**config.mk**
```make
export PLATFORM = sky130hd
export DESIGN_NAME = phaseStampEncoder
export DESIGN_NICKNAME = d
export VERILOG_FILES = /design/src/rtl/phaseEncPkg.sv /design/src/rtl/phaseDecoder.sv /design/src/rtl/encControl.sv /design/src/rtl/encDatapath.sv /design/src/rtl/phaseStampEncoder.sv
export SDC_FILE = /design/constraint.sdc
export NUM_CORES = 1
export LEC_CHECK = 0
export BUFFER_PORTS_ARGS = -buffer_cell sky130_fd_sc_hd__buf_2
export CORE_MARGIN = 2
export CORE_UTILIZATION = 35
export CTS_BUF_LIST = sky130_fd_sc_hd__clkbuf_8
export CTS_CLUSTER_DIAMETER = 80
export DETAILED_ROUTE_END_ITERATION = 12
export SLEW_MARGIN = 20
export SYNTH_ARGS = -nofsm -noshare
export SYNTH_HDL_FRONTEND = slang
export SYNTH_SLANG_ARGS = --single-unit
```
**constraint.sdc**
```tcl
create_clock -name clk -period 13.8 [get_ports clk]
set_input_delay 2.76 -clock clk [delete_from_list [all_inputs] [get_ports clk]]
set_output_delay 2.76 -clock clk [all_outputs]
set_load 0.005 [all_outputs]
```
**src/rtl/phaseEncPkg.sv**
```systemverilog
package phaseEncPkg;
  localparam int NUM_MEAS = 3;

  typedef struct packed {
    logic load;
  } encStrobes_t;
endpackage

```
**src/rtl/phaseDecoder.sv**
```systemverilog
module phaseDecoder #(
  parameter int STAGES = 15,
  parameter int CNT_W  = 11,
  parameter int CODE_W = 12
) (
  input  logic [STAGES+2*CNT_W-1:0] rec,
  output logic [CODE_W-1:0]         code,
  output logic                      bubble
);
  localparam int BINS  = 2 * STAGES;
  localparam int POS_W = $clog2(BINS);
  localparam int QTR   = STAGES / 2;

  logic [STAGES-1:0] phase;
  logic [STAGES-1:0] brk;
  logic [CNT_W-1:0]  riseCnt, fallCnt, coarse;
  logic [POS_W-1:0]  pos, fine;
  logic [POS_W-1:0]  nBrk;
  logic              upperHalf;

  assign phase   = rec[STAGES-1:0];
  assign riseCnt = rec[STAGES +: CNT_W];
  assign fallCnt = rec[STAGES+CNT_W +: CNT_W];

  // equal neighbours mark where the inverting pattern is broken
  assign brk[0] = phase[STAGES-1] ~^ phase[0];
  genvar g;
  generate
    for (g = 1; g < STAGES; g++) begin : gBrk
      assign brk[g] = phase[g-1] ~^ phase[g];
    end
  endgenerate

  always_comb begin
    pos  = '0;
    nBrk = '0;
    for (int j = STAGES - 1; j >= 0; j--) begin
      if (brk[j]) pos = POS_W'(j);
    end
    for (int j = 0; j < STAGES; j++) begin
      nBrk = nBrk + POS_W'(brk[j]);
    end
  end

  assign bubble    = (nBrk != POS_W'(1));
  assign upperHalf = phase[0] ^ (pos != '0);
  assign fine      = upperHalf ? pos + POS_W'(STAGES) : pos;

  // read the counter whose edge is farthest from the latched phase
  always_comb begin
    if (fine >= POS_W'(QTR + 1) && fine <= POS_W'(STAGES + QTR))
      coarse = riseCnt - CNT_W'(1);
    else if (fine > POS_W'(STAGES + QTR))
      coarse = fallCnt - CNT_W'(1);
    else
      coarse = fallCnt;
  end

  assign code = CODE_W'(coarse) * CODE_W'(BINS) + CODE_W'(fine);
endmodule

```
**src/rtl/encControl.sv**
```systemverilog
module encControl
  import phaseEncPkg::*;
(
  input  logic        clk,
  input  logic        rstN,
  input  logic        done,
  output encStrobes_t strobes,
  output logic        wordValid
);
  assign strobes.load = done;

  always_ff @(posedge clk) begin
    if (!rstN) wordValid <= 1'b0;
    else       wordValid <= done;
  end
endmodule

```
**src/rtl/encDatapath.sv**
```systemverilog
module encDatapath
  import phaseEncPkg::*;
#(
  parameter int STAGES = 15,
  parameter int CNT_W  = 11,
  parameter int CODE_W = 12
) (
  input  logic                               clk,
  input  logic                               rstN,
  input  encStrobes_t                        strobes,
  input  logic                               relMode,
  input  logic [NUM_MEAS*(STAGES+2*CNT_W)-1:0] snapIn,
  output logic [NUM_MEAS*(STAGES+2*CNT_W)-1:0] rawWord,
  output logic [NUM_MEAS*CODE_W-1:0]          codeWord,
  output logic [NUM_MEAS-1:0]                 bubbleErr
);
  localparam int REC_W = STAGES + 2 * CNT_W;
  localparam int RAW_W = NUM_MEAS * REC_W;

  logic [CODE_W-1:0]        codes [NUM_MEAS];
  logic [NUM_MEAS-1:0]      bubbles;
  logic [CODE_W-1:0]        totField;
  logic [NUM_MEAS*CODE_W-1:0] codeNext;

  genvar m;
  generate
    for (m = 0; m < NUM_MEAS; m++) begin : gMeas
      phaseDecoder #(.STAGES(STAGES), .CNT_W(CNT_W), .CODE_W(CODE_W)) dec_i (
        .rec   (snapIn[m*REC_W +: REC_W]),
        .code  (codes[m]),
        .bubble(bubbles[m])
      );
    end
  endgenerate

  assign totField = relMode ? codes[1] - codes[0] : codes[1];
  assign codeNext = {codes[2], totField, codes[0]};

  always_ff @(posedge clk) begin
    if (!rstN) begin
      rawWord   <= '0;
      codeWord  <= '0;
      bubbleErr <= '0;
    end else if (strobes.load) begin
      rawWord   <= snapIn[RAW_W-1:0];
      codeWord  <= codeNext;
      bubbleErr <= bubbles;
    end
  end
endmodule

```
**src/rtl/phaseStampEncoder.sv**
```systemverilog
module phaseStampEncoder
  import phaseEncPkg::*;
#(
  parameter int STAGES = 15,
  parameter int CNT_W  = 11,
  parameter int CODE_W = 12
) (
  input  logic                                 clk,
  input  logic                                 rstN,
  input  logic                                 done,
  input  logic                                 relMode,
  input  logic [NUM_MEAS*(STAGES+2*CNT_W)-1:0] snapIn,
  output logic [NUM_MEAS*(STAGES+2*CNT_W)-1:0] rawWord,
  output logic [NUM_MEAS*CODE_W-1:0]           codeWord,
  output logic [NUM_MEAS-1:0]                  bubbleErr,
  output logic                                 wordValid
);
  encStrobes_t strobes;

  encControl ctrl_i (
    .clk      (clk),
    .rstN     (rstN),
    .done     (done),
    .strobes  (strobes),
    .wordValid(wordValid)
  );

  encDatapath #(.STAGES(STAGES), .CNT_W(CNT_W), .CODE_W(CODE_W)) dp_i (
    .clk      (clk),
    .rstN     (rstN),
    .strobes  (strobes),
    .relMode  (relMode),
    .snapIn   (snapIn),
    .rawWord  (rawWord),
    .codeWord (codeWord),
    .bubbleErr(bubbleErr)
  );
endmodule

```
==> impl_metrics.tcl, run 1 <==
set metrics [dict create \
    cp-start-kind "input pin" \
    grt_max_degree 111 \
    fin_tns_setup_ns 0 \
    grt_pass1_wl_um 54400 \
    h-tree-depth 4 \
    fin_util_pct 40.6 \
    setup_viol 0 \
    cts_resized 0 \
    cts_tree "done" \
    reg2reg_to "dp_i.codeWord[10]" \
    clkPwrFrac_pct 8.6 \
    die_area_um2 39300 \
    drv_slew 0 \
    reg2reg_depth 3 \
    clock_latency_ns 0.50 \
    root_buffer "clkbuf_8" \
    outcome "finished clean" \
    vdd_drop_max_uv 394 \
    worstMarginPinSlew_ns 1.06 \
    sw_frac_of_total_pct 48.6 \
    reg2reg_from "dp_i.codeWord[10]" \
    hold_path_end "dp_i.codeWord[11]" \
    viasPerCell 4.90 \
    die-width_um 198 \
    drtIter0Drc 380 \
    cts_hold_buf 0 \
    port_buffers 265 \
    synth_cell_types 92 \
    diodes 0 \
    p_int_mw 2.16 \
    dr.pass1.iters 5 \
    period_share_pct 75.7 \
    postSynthCellCount 1520 \
    postSynthAreaPerCell_um2 8.70 \
    holdPathStages 2 \
    maxCapViolations 0 \
    gp_congestion 0.840 \
    core-area_um2 37400 \
    seq_area_um2 3020 \
    grt_antenna_before_repair 0 \
    cp.required_ns 14.16 \
    rsz0062_at_grt "false" \
    synth_edf_count 0 \
    leakagePower_nw 7.10 \
    cp-end-kind "flop" \
    drc 0 \
    cp.arrival_ns 10.81 \
    synthFlopType "dfxtp_1" \
    crit_buf_inv 4 \
    relSlewSlack_pct 29.3 \
    clock-sinks 151 \
    routed_wl_um 33400 \
    path_max_fanout 14 \
    detailed_place_hpwl_um 26400 \
    max_freq_mhz 95.7 \
    async_reset_ff_share_pct 0 \
    overflow 0 \
    worst-setup-path-type "input pin to flop" \
    ys_seq_area_share_pct 22.9 \
    fin_nets 1992 \
    hold_violations 0 \
    path_clk_slew_ns 0.10 \
    vias 11040 \
    power_switching_mw 2.04 \
    power_frac_comb_pct 78.9 \
    multi_input_area_um2 9290 \
    cpLargestDelayFamily "simple AND/OR/NAND/NOR gates" \
    track_usage_pct 17.4 \
    p_per_area_nw_per_um2 276 \
    synth_area_um2 13200 \
    post_drt_wl_per_cell_um 14.9 \
    min_path_type "flop to flop" \
    ant_nets 0 \
    cpPeakStageDelay_ns 0.53 \
    drive_gt1_share_pct 19.4 \
    worst-r2r-setup-slack_ns 13.06 \
    grt_pass1_vias 10741 \
    fin_crit_ns 10.45 \
    fillers 3798 \
    cts_buffer_depth 2 \
    area_growth_pct 15.0 \
    post-cts-setup-buffers 0 \
    num_rows 71 \
    synthesis.nets 1785 \
    initial_core_util_pct 35.3 \
    ys_ff_latch 151 \
    seqPwrFrac_pct 12.5 \
    io_pins 266 \
    die_h_um 198 \
    yosysWarnings 0 \
    cts_inserted_buffers 17 \
    finClkSkew_ns 0 \
    min_from "dp_i.codeWord[11]" \
    crit_path_top_delay_cell "fa_1" \
]
## layer usage
layer	up-vias	track usage, %	wire, um
li1	5584	-	-
met1	5229	22.2	15300
met2	195	29.6	16200
met3	32	2.78	1200
met4	0	6.32	689
met5	-	0	0
## worst reg2reg max path, delay by kind of cell, from the launching register on
| kind | cells | cell delay (ns) |
|---|---|---|
| flip-flops | 1 | 0.33 |
| AND/OR/NAND/NOR | 1 | 0.20 |
| multiplexers | 1 | 0.07 |
| buffers and inverters | 1 | 0.06 |
## synthesized netlist by cell type, drive strengths merged (5+ instances only)
master    n  area share, %
inv     130            3.7
and3     10           0.51
xnor2   108            7.2
a21o     16           0.91
a211oi   22            1.2
o22ai     6           0.33
buf      29            1.4
nor2b    18           0.85
clkbuf   51            1.8
xor2     53            3.6
or3      12           0.59
fa       76             12
and2     13           0.62
nand2    55            1.6
nand3    26            1.1
or2       5           0.24
nor3     34            1.3
nor3b    12           0.68
nor2    202            5.8
o21bai    6           0.34
o21ai    58            2.2
a21boi    7           0.40
dfxtp   151             23
a31oi    12           0.78
ha       74            7.0
nand4     5           0.24
nand3b   13           0.74
o21a      6           0.34
nor4      9           0.54
o211ai   10           0.57
nand2b   22            1.1
nor4bb    5           0.38
mux2i   141             11
a21oi    64            2.5
## sequential cells by signal, indices dropped and copies added (netlist names)
signal and count:
dp_i.bubbleErr 3, dp_i.codeWord 36, dp_i.rawWord 111, ctrl_i.wordValid 1
## worst max-delay path by stage
stage,from,end,cells past startpoint
final,snapIn[3],dp_i.codeWord[23],32
after global routing,snapIn[0],dp_i.codeWord[23],35
after CTS,snapIn[3],dp_i.codeWord[23],32
after detailed placement,snapIn[3],dp_i.codeWord[23],32
after global placement,snapIn[3],dp_i.codeWord[23],32
after floorplan,snapIn[4],dp_i.codeWord[23],33
## placed cells by master, fill, tap and decap left out, types with 22 or more instances in the layout
master,count
nor2_1,201
a21oi_1,63
inv_1,129
nor3_1,34
buf_2,264
fa_1,76
nand2_1,55
nand3_1,24
ha_1,74
a211oi_1,22
xnor2_1,107
mux2i_1,140
xor2_1,52
o21ai_0,56
dfxtp_1,151
## final cells by class
class	instances	area share, %
multi-input cells	1159	61.1
clock inverters	15	1.07
clock buffers	17	1.54
repair buffers	268	8.96
well taps	511	4.21
inverters	130	3.23
flip-flops and latches	151	19.9
## metrics by stage
step | area (um^2) | power (mW) | std cells | worst slack, ns | hold slack (ns)
5_1_grt | 15200 | 4.72 | 2251 | 2.63 | 0.506
2_1_floorplan | 13200 | 3.20 | 1520 | 3.62 | 0.462
6_report | 15200 | 4.20 | 2251 | 3.35 | 0.482
3_5_place_dp | 14800 | 3.85 | 2219 | 2.91 | 0.468
3_3_place_gp | 14800 | 3.78 | 2219 | 3.11 | 0.461
4_1_cts | 15200 | 4.24 | 2251 | 3.48 | 0.485
## cell families (layout without fill, tap and decap cells)
logic type | after synthesis | in the layout | synth area share, %
and+or+nand+nor | 461 | 461 | 17.6
AOI/OAI and AO/OA | 243 | 243 | 12.4
buffers and inverters | 210 | 430 | 6.89
xor gates and xnor gates | 161 | 161 | 10.8
DFF | 151 | 151 | 22.9
adders and majority gates | 150 | 150 | 18.5
muxes | 144 | 144 | 11.0
## power groups by stage
| stage | combinational [mW] | sequential, mW | clock [mW] |
|---|---|---|---|
| after floorplan | 2.66 | 0.538 | 0 |
| after global placement | 3.25 | 0.532 | 0 |
| after detailed placement | 3.32 | 0.533 | 0 |
| after CTS | 3.34 | 0.524 | 0.379 |
| after global routing | 3.80 | 0.531 | 0.391 |
| final | 3.31 | 0.523 | 0.360 |
Note: power is estimated with default switching activity, not from simulation.
==> inputs of run 2 (changes only) <==
--- a/config.mk
+++ b/config.mk
@@ -5,6 +5,7 @@
 export SDC_FILE = /design/constraint.sdc
 export NUM_CORES = 1
 export LEC_CHECK = 0
+export ABC_AREA = 1
 export BUFFER_PORTS_ARGS = -buffer_cell sky130_fd_sc_hd__buf_2
 export CORE_MARGIN = 2
 export CORE_UTILIZATION = 35
==> constraint.sdc (replaced) <==
create_clock -name clk -period 8.47 [get_ports clk]
set_input_delay 1.694 -clock clk [delete_from_list [all_inputs] [get_ports clk]]
set_output_delay 1.694 -clock clk [all_outputs]
set_load 0.005 [all_outputs]
==> run 2 against run 1 <==
Effect of this change: first-iteration DRC count grew 39%; register-to-register slack lost 5.4 ns; wire length grew 3.7%; cell area grew 1.5%; clock-buffer cell count grew 1.
==> impl_metrics.tcl, run 2 <==
set metrics [dict create \
    yosys.area_share.simple_pct 21.9 \
    drive_gt1_share_pct 22.9 \
    worstMarginPinSlew_ns 1.04 \
    reg2reg_to "dp_i.codeWord[0]" \
    synth.most_common_cell "inv_1" \
    synthFlopType "dfxtp_1" \
    crit_path_top_delay_cell "fa_1" \
    rsz0062_at_grt "true" \
    async_reset_ff_share_pct 0 \
    die_h_um 193 \
    grt_pass1_wl_um 56200 \
    fin_util_pct 43.7 \
    clock-sinks 151 \
    netlist.area_leader.share_pct 24.3 \
    holdPathStages 2 \
    reg2reg_from "dp_i.codeWord[0]" \
    relSlewSlack_pct 31.0 \
    root_buffer "clkbuf_8" \
    clock_latency_ns 0.49 \
    synth_cell_types 53 \
    grt_antenna_before_repair 0 \
    top_register "dp_i.rawWord" \
    period_share_pct 94.0 \
    ant_nets 0 \
    io_pins 266 \
    cp.arrival_ns 8.36 \
    fin_crit_ns 7.96 \
    setup_viol 0 \
    die_area_um2 37100 \
    synth_area_um2 12400 \
    diodes 0 \
    cts_buffer_depth 2 \
    postSynthAreaPerCell_um2 7.18 \
    hold_violations 0 \
    final_cell_mix "inv_1, buf_2, nand2_1" \
    final_common_cell "inv_1" \
    synth_xor_xnor_area_share_pct 10.1 \
    outcome "finished clean" \
    core-area_um2 35300 \
    vias 11814 \
    fin_nets 2328 \
    path_clk_slew_ns 0.10 \
    h-tree-depth 4 \
    cp.required_ns 8.87 \
    worst-r2r-setup-slack_ns 7.70 \
    drtIter0Drc 530 \
    largest_reg_flops 111 \
    port_buffers 265 \
    cts_inserted_buffers 17 \
    worst-setup-path-type "input pin to flop" \
    initial_core_util_pct 35.3 \
    overflow 0 \
    hold_path_end "dp_i.codeWord[20]" \
    min_from "dp_i.codeWord[20]" \
    synth_mux_area_share_pct 0 \
    top_regs "dp_i.rawWord: 111 flops, dp_i.codeWord: 36 flops, dp_i.bubbleErr: 3 flops" \
    gp_congestion 0.882 \
    synth_top_family_by_area "simple AND/OR/NAND/NOR gates" \
    cpPeakStageDelay_ns 0.51 \
    postSynthCellCount 1735 \
    synthTopCellsByArea "dfxtp_1, fa_1, inv_1, xor2_1, nand2_1" \
    dr.pass1.iters 7 \
    drv_slew 0 \
    synth_fa_ha_area_share_pct 19.7 \
    synth_edf_count 0 \
    finClkSkew_ns 0 \
    drc 0 \
    reg2reg_depth 4 \
    path_max_fanout 7 \
    max_freq_mhz 126 \
    ys_ff_latch 151 \
    post_drt_wl_per_cell_um 13.7 \
    yosys.area.top_type "dfxtp_1" \
    cp-end-kind "flop" \
    cts_tree "done" \
    cp-start-kind "input pin" \
    pre_cts_ws_ns -0.225 \
    grt_pass1_vias 11532 \
    synth.top_cells.by_count "inv_1, nand2_1, nor2_1" \
    synthesis.nets 2000 \
    fin_ws_ns 0.512 \
    routed_wl_um 34700 \
    maxCapViolations 0 \
    min_path_type "flop to flop" \
    grt_max_degree 113 \
    path_common_cell "nand2_1" \
    viasPerCell 4.66 \
    track_usage_pct 19.0 \
    num_rows 69 \
    synth_compound_area_share_pct 13.9 \
    die-width_um 193 \
    area_growth_pct 23.9 \
    detailed_place_hpwl_um 27200 \
    ys_seq_area_share_pct 24.3 \
    yosysWarnings 0 \
]
run 2: changes by cell type in the layout (fill, tap and decap cells not counted), sizes merged, moves of 77 or more:
cell   previous run  this run
o21ai            58       182
buf             267       359
mux2i           141         0
xnor2           108        31
inv             137       288
nand2            55       264
run 2: cell type report:
cell class | instances | area (um^2)
Clock buffer | 18 | 248
Clock inverter | 14 | 115
Fill cell | 3678 | 19900
Inverter | 283 | 1060
Multi-Input combinational cell | 1249 | 8340
Sequential cell | 151 | 3020
Tap cell | 461 | 577
Timing Repair Buffer | 361 | 2060
run 2: logic make-up (layout without fill, tap and decap cells):
family                   after synthesis  count (layout)
AO/OA/AOI/OAI                        323             323
XOR/XNOR                             142             142
flip-flops                           151             151
AND/OR/NAND/NOR                      634             634
adder cells (fa/ha/maj)              150             150
buffers and inverters                335             676
run 2: how the worst max path moves through the flow:
stage / startpoint / endpoint / slack, ns / cells past startpoint
2_1_floorplan: snapIn[47] / dp_i.codeWord[23] / 0.06 / 56
3_3_place_gp: snapIn[11] / dp_i.codeWord[23] / 0.01 / 59
3_5_place_dp: snapIn[12] / dp_i.codeWord[23] / -0.22 / 57
4_1_cts: snapIn[12] / dp_i.codeWord[23] / 0.32 / 57
5_1_grt: snapIn[11] / dp_i.codeWord[23] / -0.08 / 62
6_report: snapIn[48] / dp_i.codeWord[23] / 0.51 / 56
run 2: worst max-delay path, delay by kind of cell:
family	cells	cell delay [ns]
AO/OA/AOI/OAI	8	1.06
XOR/XNOR	2	0.39
adder cells (fa/ha/maj)	6	2.17
buffers and inverters	11	0.79
AND/OR/NAND/NOR	29	2.28
run 2: per-stage QoR:
step | std cells | instance area (um^2) | setup TNS (ns) | hold slack [ns]
finish | 2537 | 15400 | 0 | 0.486
global route | 2537 | 15400 | -0.0996 | 0.518
CTS | 2529 | 15200 | 0 | 0.488
detailed placement | 2497 | 14800 | -0.335 | 0.463
global placement | 2497 | 14800 | 0 | 0.463
floorplan | 1735 | 12400 | 0 | 0.462
run 2: routing by layer:
layer,vias to the layer above,part of all wire [%],track usage (%)
met4,0,2.1,6.22
met1,5375,48,25.3
li1,6150,-,-
met2,247,46,30.6
met5,-,0,0
met3,42,4.3,3.93
run 2: timing repair:
| item | 4_1_cts | 5_1_grt |
|---|---|---|
| resized for setup | 0 | 39 |
| setup buffers | 0 | 8 |
| setup endpoints to repair | 0 | 5 |
| hold buffers | 0 | 0 |
Power of run 2 is not shown: default switching activity piles up to over one toggle a cycle in this logic, so the estimate is an artifact.
